### config.mk
export PLATFORM = sky130hd
export DESIGN_NAME = srcres_top
export DESIGN_NICKNAME = d
export VERILOG_FILES = /design/src/rtl/srcres_pkg.sv /design/src/rtl/srcres_decode.sv /design/src/rtl/srcres_const.sv /design/src/rtl/srcres_top.sv
export SDC_FILE = /design/constraint.sdc
export NUM_CORES = 1
export LEC_CHECK = 0
export BUFFER_PORTS_ARGS = -buffer_cell sky130_fd_sc_hd__buf_4
export CELL_PAD_IN_SITES_DETAIL_PLACEMENT = 2
export CELL_PAD_IN_SITES_GLOBAL_PLACEMENT = 2
export CORE_MARGIN = 2
export CORE_UTILIZATION = 32
export DETAILED_ROUTE_END_ITERATION = 10
export PLACE_DENSITY = 0.81
export SYNTH_ARGS = -nofsm -noshare
export SYNTH_HDL_FRONTEND = slang
export SYNTH_HIERARCHICAL = 1
export SYNTH_SLANG_ARGS = --single-unit
### constraint.sdc
create_clock -name clk_i -period 2.6 [get_ports clk_i]
set_input_delay 0.26 -clock clk_i [delete_from_list [all_inputs] [get_ports clk_i]]
set_output_delay 0.26 -clock clk_i [all_outputs]
set_load 0.02 [all_outputs]
### src/rtl/srcres_pkg.sv
package srcres_pkg;
  typedef enum logic [1:0] {WD_32 = 2'd0, WD_16 = 2'd1, WD_64 = 2'd2, WD_32B = 2'd3} width_e;
  typedef enum logic [2:0] {K_SREG, K_VREG, K_CONST, K_LIT, K_SCC, K_ZERO} kind_e;

  localparam int CODE_W     = 9;
  localparam int IDX_W      = 8;
  localparam int NULL_CODE  = 124;
  localparam int SCC_CODE   = 253;
  localparam int LIT_CODE   = 255;
  localparam int PAIR_LIMIT = 106;
  localparam int IPOS_LO    = 128;
  localparam int IPOS_HI    = 192;
  localparam int INEG_HI    = 208;
  localparam int FLT_LO     = 240;
  localparam int FLT_HI     = 247;
  localparam int INV2PI     = 248;

  typedef struct packed {
    kind_e            kind;
    logic [IDX_W-1:0] idx;
    logic             half;
    logic             pair;
  } dec_t;
endpackage

### src/rtl/srcres_decode.sv
module srcres_decode
  import srcres_pkg::*;
(
  input  logic [CODE_W-1:0] code_i,
  input  width_e            width_i,
  input  logic              short_i,
  output dec_t              dec_o
);
  always_comb begin
    dec_o = '{kind: K_CONST, idx: '0, half: 1'b0, pair: 1'b0};
    if (code_i[CODE_W-1]) begin
      dec_o.kind = K_VREG;
      if (width_i == WD_16 && short_i) begin
        dec_o.idx  = {1'b0, code_i[6:0]};
        dec_o.half = code_i[7];
      end else begin
        dec_o.idx = code_i[IDX_W-1:0];
      end
      dec_o.pair = (width_i == WD_64) && (code_i[IDX_W-1:0] != '1);
    end else if (code_i < CODE_W'(IPOS_LO)) begin
      if (code_i == CODE_W'(NULL_CODE)) begin
        dec_o.kind = K_ZERO;
      end else begin
        dec_o.kind = K_SREG;
        dec_o.idx  = {1'b0, code_i[6:0]};
        dec_o.pair = (width_i == WD_64) && (code_i < CODE_W'(PAIR_LIMIT));
      end
    end else if (code_i == CODE_W'(SCC_CODE)) begin
      dec_o.kind = K_SCC;
    end else if (code_i == CODE_W'(LIT_CODE)) begin
      dec_o.kind = K_LIT;
    end
  end
endmodule

### src/rtl/srcres_const.sv
module srcres_const
  import srcres_pkg::*;
(
  input  logic [7:0] code_i,
  input  width_e     width_i,
  output logic [63:0] val_o
);
  logic [63:0] raw;
  logic [1:0]  mag;

  assign mag = code_i[2:1];

  always_comb begin
    raw = '0;
    if (code_i >= 8'(IPOS_LO) && code_i <= 8'(IPOS_HI)) begin
      raw = 64'(code_i - 8'(IPOS_LO));
    end else if (code_i > 8'(IPOS_HI) && code_i <= 8'(INEG_HI)) begin
      raw = 64'd0 - 64'(code_i - 8'(IPOS_HI));
    end else if (code_i >= 8'(FLT_LO) && code_i <= 8'(FLT_HI)) begin
      // exponent steps by one per magnitude, odd code is negative
      unique case (width_i)
        WD_16:   raw = 64'({code_i[0], 15'(15'h3800 + (15'(mag) << 10))});
        WD_64:   raw = {code_i[0], 63'(63'h3FE0_0000_0000_0000 + (63'(mag) << 52))};
        default: raw = 64'({code_i[0], 31'(31'h3F00_0000 + (31'(mag) << 23))});
      endcase
    end else if (code_i == 8'(INV2PI)) begin
      unique case (width_i)
        WD_16:   raw = 64'h3118;
        WD_64:   raw = 64'h3FC4_5F30_6DC9_C883;
        default: raw = 64'h3E22_F983;
      endcase
    end
  end

  always_comb begin
    unique case (width_i)
      WD_16:   val_o = {48'd0, raw[15:0]};
      WD_64:   val_o = raw;
      default: val_o = {32'd0, raw[31:0]};
    endcase
  end
endmodule

### src/rtl/srcres_top.sv
module srcres_top
  import srcres_pkg::*;
#(
  parameter int LANE_W = 5
) (
  input  logic              clk_i,
  input  logic              rst_ni,
  input  logic              in_valid_i,
  output logic              in_ready_o,
  input  logic [8:0]        code_i,
  input  logic [1:0]        width_i,
  input  logic              short_i,
  input  logic [LANE_W-1:0] lane_i,
  input  logic              scc_i,
  input  logic [63:0]       literal_i,
  output logic              rf_req_valid_o,
  input  logic              rf_req_ready_i,
  output logic              rf_req_vec_o,
  output logic [7:0]        rf_req_idx_o,
  output logic [LANE_W-1:0] rf_req_lane_o,
  input  logic [31:0]       rf_rdata_i,
  output logic              out_valid_o,
  output logic [63:0]       out_data_o
);
  typedef enum logic [1:0] {S_IDLE, S_LO, S_HI} state_e;

  state_e            state_q;
  dec_t              dec_in, dec_q;
  width_e            width_in, width_q;
  logic [LANE_W-1:0] lane_q;
  logic [31:0]       lo_q;
  logic [63:0]       const_val, imm_val, rd_val;
  logic              accept, rf_hs, in_is_reg;

  assign width_in = width_e'(width_i);

  srcres_decode u_decode (
    .code_i (code_i),
    .width_i(width_in),
    .short_i(short_i),
    .dec_o  (dec_in)
  );

  srcres_const u_const (
    .code_i (code_i[7:0]),
    .width_i(width_in),
    .val_o  (const_val)
  );

  assign in_ready_o = (state_q == S_IDLE);
  assign accept     = in_valid_i && in_ready_o;
  assign in_is_reg  = (dec_in.kind == K_SREG) || (dec_in.kind == K_VREG);

  always_comb begin
    unique case (dec_in.kind)
      K_LIT: begin
        unique case (width_in)
          WD_16:   imm_val = {48'd0, literal_i[15:0]};
          WD_64:   imm_val = literal_i;
          default: imm_val = {32'd0, literal_i[31:0]};
        endcase
      end
      K_SCC:   imm_val = {63'd0, scc_i};
      K_CONST: imm_val = const_val;
      default: imm_val = '0;
    endcase
  end

  assign rf_req_valid_o = (state_q != S_IDLE);
  assign rf_req_vec_o   = (dec_q.kind == K_VREG);
  assign rf_req_idx_o   = (state_q == S_HI) ? dec_q.idx + 8'd1 : dec_q.idx;
  assign rf_req_lane_o  = lane_q;
  assign rf_hs          = rf_req_valid_o && rf_req_ready_i;

  // single-word read result, formatted for the captured width
  always_comb begin
    unique case (width_q)
      WD_16:   rd_val = {48'd0, dec_q.half ? rf_rdata_i[31:16] : rf_rdata_i[15:0]};
      default: rd_val = {32'd0, rf_rdata_i};
    endcase
  end

  always_ff @(posedge clk_i or negedge rst_ni) begin
    if (!rst_ni) begin
      state_q     <= S_IDLE;
      dec_q       <= '{kind: K_ZERO, idx: '0, half: 1'b0, pair: 1'b0};
      width_q     <= WD_32;
      lane_q      <= '0;
      lo_q        <= '0;
      out_valid_o <= 1'b0;
      out_data_o  <= '0;
    end else begin
      out_valid_o <= 1'b0;
      unique case (state_q)
        S_IDLE: if (accept) begin
          dec_q   <= dec_in;
          width_q <= width_in;
          lane_q  <= lane_i;
          if (in_is_reg) begin
            state_q <= S_LO;
          end else begin
            out_valid_o <= 1'b1;
            out_data_o  <= imm_val;
          end
        end
        S_LO: if (rf_hs) begin
          lo_q <= rf_rdata_i;
          if (dec_q.pair) begin
            state_q <= S_HI;
          end else begin
            state_q     <= S_IDLE;
            out_valid_o <= 1'b1;
            out_data_o  <= rd_val;
          end
        end
        S_HI: if (rf_hs) begin
          state_q     <= S_IDLE;
          out_valid_o <= 1'b1;
          out_data_o  <= {rf_rdata_i, lo_q};
        end
        default: state_q <= S_IDLE;
      endcase
    end
  end


  req_hold_chk: assert property (@(posedge clk_i) disable iff (!rst_ni)
    rf_req_valid_o && !rf_req_ready_i |=> rf_req_valid_o && $stable(rf_req_idx_o) && $stable(rf_req_vec_o));


  pair_step_chk: assert property (@(posedge clk_i) disable iff (!rst_ni)
    rf_hs && state_q == S_LO && dec_q.pair |=> rf_req_valid_o && rf_req_idx_o == $past(rf_req_idx_o) + 8'd1);


  sreg_range_chk: assert property (@(posedge clk_i) disable iff (!rst_ni)
    rf_req_valid_o && !rf_req_vec_o |-> !rf_req_idx_o[7]);


  half_width_chk: assert property (@(posedge clk_i) disable iff (!rst_ni)
    out_valid_o && width_q == WD_16 |-> out_data_o[63:16] == 48'd0);


  imm_latency_chk: assert property (@(posedge clk_i) disable iff (!rst_ni)
    accept && !in_is_reg |=> out_valid_o && !rf_req_valid_o);
endmodule

==> results.toml <==
[critical_path]
critPathArrivalTime_ns = 2.10
endpoint_kind = "primary output"
critical_path.most_common_cell = "buf_4"
crit_path_max_incr_delay_ns = 0.42
cp-start-kind = "register"
critical_path.n_buffers_inverters = 3
worstPathCellList = "inv_1, ha_1, buf_4, and3_1, nand2_1, nor2_1, xor2_1, buf_4"
crit_type = "register to primary output"
path_delay_family = "buffers and inverters"
critPathSlowestCell = "dfrtp_1"
worstPathMaxFanout = 8
cp.required_ns = 2.34

[logic_synthesis]
synth.area.top_cells = "dfrtp_1 (39%), mux2_2 (7.9%), a22oi_1 (6.4%)"
synth_most_common_cell = "dfrtp_1"
synthesis.area_per_instance_um2 = 9.51
syn_inst = 780
ys_seq_area_share_pct = 40.2
synth_seq_cells = 119
ys_async_sr_fraction_pct = 100
top_area_cell_type_share_of_the_netlist_area_pct = 39.5
synthesis.area_um2 = 7420
ys_types = 66
synth_common_cells = "dfrtp_1 (117), nor2_1 (80), a22oi_1 (63)"
synth_ff_type = "dfrtp_1"
count_of_flip_flops_with_a_built_in_enable_after_synthesis = 0
ys_warn_count = 6
synth.net_count = 912
yosysTopAreaCell = "dfrtp_1"

[route]
detail_route.drc_violations = 0
route.antenna.remaining_nets = 0
dr.pass1.iters = 5
drt_first_iter_violations = 372
finalWirelength_um = 29900
vias_after_detailed_routing = 7112
detail_route.wl_per_cell_um = 24.1
avgViaCountPerCell = 5.74

[timing]
achievable-frequency_mhz = 424
slew-limit-headroom_pct = 37.8
worst_pin_slew_ns = 0.932
setup_viol_count_final = 0
setup_tns_ns = 0
final_period_minus_worst_setup_slack_ns = 2.36
timing.hold.ws_ns = 0.0545
unrepaired_setup_endpoints_after_global_routing = "no"
worst_slack_ns = 0.243
min_period_over_period_pct = 90.7
finClkSkew_ns = 0.00747
hold_viol_final = 0
count_of_pins_over_their_slew_limit = 0

[final_layout]
fraction_of_layout_cells_with_a_size_suffix_above_1_pct = 35.6
post-route-util_pct = 42.8
syn_to_final_growth_pct = 30.9
final_nets = 1072
instances_no_fill = 1239
fillCellCount = 2440

[placement]
post-place-cells = 1205
port_buffers = 198
pre_cts_slack_ns = -0.0107
place.gp.congestion = 0.860
place_hpwl_um = 21500

[clock_network]
cts_buffers = 17
cts_resized = 0
clock_tree.buffer_depth = 2
clock-sinks = 119
clkTransAtPathRegs_ns = 0.06
h-tree-depth = 4
tritoncts = "done"
insertion_delay_ns = 0.43
ctsRootBufferMaster = "clkbuf_16"

[floorplanning]
core.rowCount = 55
initial_core_util_pct = 32.7
coreArea_um2 = 22700
boundary_pin_count = 199
dieArea_um2 = 24400
chipWidth_um = 156
die_h_um = 156

[outcome]
run_status = "complete, no violations"

[global_route]
grt_pass1_wl_um = 45500
antenna_found_initial = 1
grt_pass1_vias = 7524
grt.overflow.total = 0
global_route.usage.total_pct = 24.7
maximum_number_of_pins_on_one_net_before_global_route_repair = 64

[power_and_ir_drop]
power.leakage_nw = 4.21
power-per-cell-area_nw_per_um2 = 1250
peakVddDrop_v = 0.000727

[flow_run]
maxCapViolCount = 0

[hold_path]
hold_path.class = "input pin to register"
==> path summary, 6_finish.rpt <==
| kind | slack (ns) | depth (start not counted) | startpoint | to |
|---|---|---|---|---|
| worst max-delay path | 0.24 | 8 | state_q[0] | rf_req_idx_o[7] |
| worst min-delay path | 0.05 | 2 | lane_i[3] | rf_req_lane_o[3] |
| worst max register to register | 0.31 | 8 | state_q[1] | out_data_o[11] |
| worst min register to register | 0.51 | 1 | rf_req_lane_o[0] | rf_req_lane_o[0] |
| max in group asynchronous | 1.43 | 3 | rst_ni | out_data_o[1] |
| min in group asynchronous | 0.34 | 2 | rst_ni | out_data_o[57] |
==> sequential cells by signal, indices dropped and copies added, names as in the netlist <==
| name | flops |
|---|---|
| rf_req_lane_o | 5 |
| width_q | 2 |
| lo_q | 32 |
| out_data_o | 64 |
| state_q | 2 |
| out_valid_o | 1 |
| dec_q | 13 |
==> per-layer routing <==
layer,GRT usage (%),wire (µm),vias up
li1,-,-,3197
met1,31.8,12800,3637
met2,42.1,14900,242
met3,4.65,1600,36
met4,7.21,619,0
met5,0,0,-
==> cells in the final DEF (no fill, tap or decap), drive strengths merged, types with 5 or more instances in the layout <==
cell type	netlist	routed
nand3	12	12
a21oi	51	51
nor2b	7	7
nand2	48	48
a32oi	16	16
nor3	5	5
o21ai	8	8
buf	66	237
nor2	80	80
a22oi	63	63
dfrtp	117	117
a41oi	16	16
nor4	5	5
mux2	53	53
ha	14	14
a31oi	39	39
and3	17	17
and2	6	6
inv	14	19
clkbuf	31	17
a22o	32	32
clkinvlp	0	5
or2	20	20
==> metrics by stage <==
| stage | total power [mW] | area (µm²) |
|---|---|---|
| after floorplan | 7.27 | 7420 |
| after CTS | 12.2 | 9710 |
| after global placement | 9.48 | 9130 |
| after detailed placement | 9.78 | 9130 |
| final | 12.1 | 9720 |
| after global routing | 12.9 | 9710 |
==> worst reg2reg max path, delay by kind of cell, from the launching register on <==
kind,cells,cell delay (ns)
AOI/OAI and AO/OA,2,0.62
buffers and inverters,3,0.54
DFF,1,0.38
and+or+nand+nor,2,0.37
adders and majority gates,1,0.29
==> repair_timing <==
item                                   in CTS  in global routing
hold buffers                                1                  0
endpoints found under the hold margin      32                  0
buffers inserted                            0                  0
==> report_power, final <==
group | internal [mW] | total, mW | leakage, nW | switching, mW
Combinational | 2.69 | 6.28 | 2.51 | 3.59
Sequential | 2.87 | 3.50 | 1.43 | 0.627
Clock | 1.33 | 2.35 | 0.265 | 1.02
Total | 6.89 | 12.1 | 4.21 | 5.24
==> kinds of logic after synthesis <==
| logic type | after synthesis | share of synthesized area [%] |
|---|---|---|
| AO/OA/AOI/OAI | 247 | 24.1 |
| XOR/XNOR | 8 | 0.944 |
| adder cells (fa/ha/maj) | 14 | 2.36 |
| buffers and inverters | 111 | 8.38 |
| flip-flops | 119 | 40.2 |
| multiplexers | 54 | 8.18 |
| AND/OR/NAND/NOR | 227 | 15.8 |
==> layout make-up <==
class | instances | area, µm² | area share (%)
diodes | 1 | 2.50 | 0.0258
clock buffers | 17 | 425 | 4.38
clock inverters | 15 | 145 | 1.49
inverters | 14 | 52.6 | 0.541
multi-input cells | 550 | 3830 | 39.4
flip-flops and latches | 119 | 2980 | 30.7
well taps | 285 | 357 | 3.67
repair buffers | 238 | 1930 | 19.8
No activity file was read; power rests on OpenSTA's default activity.
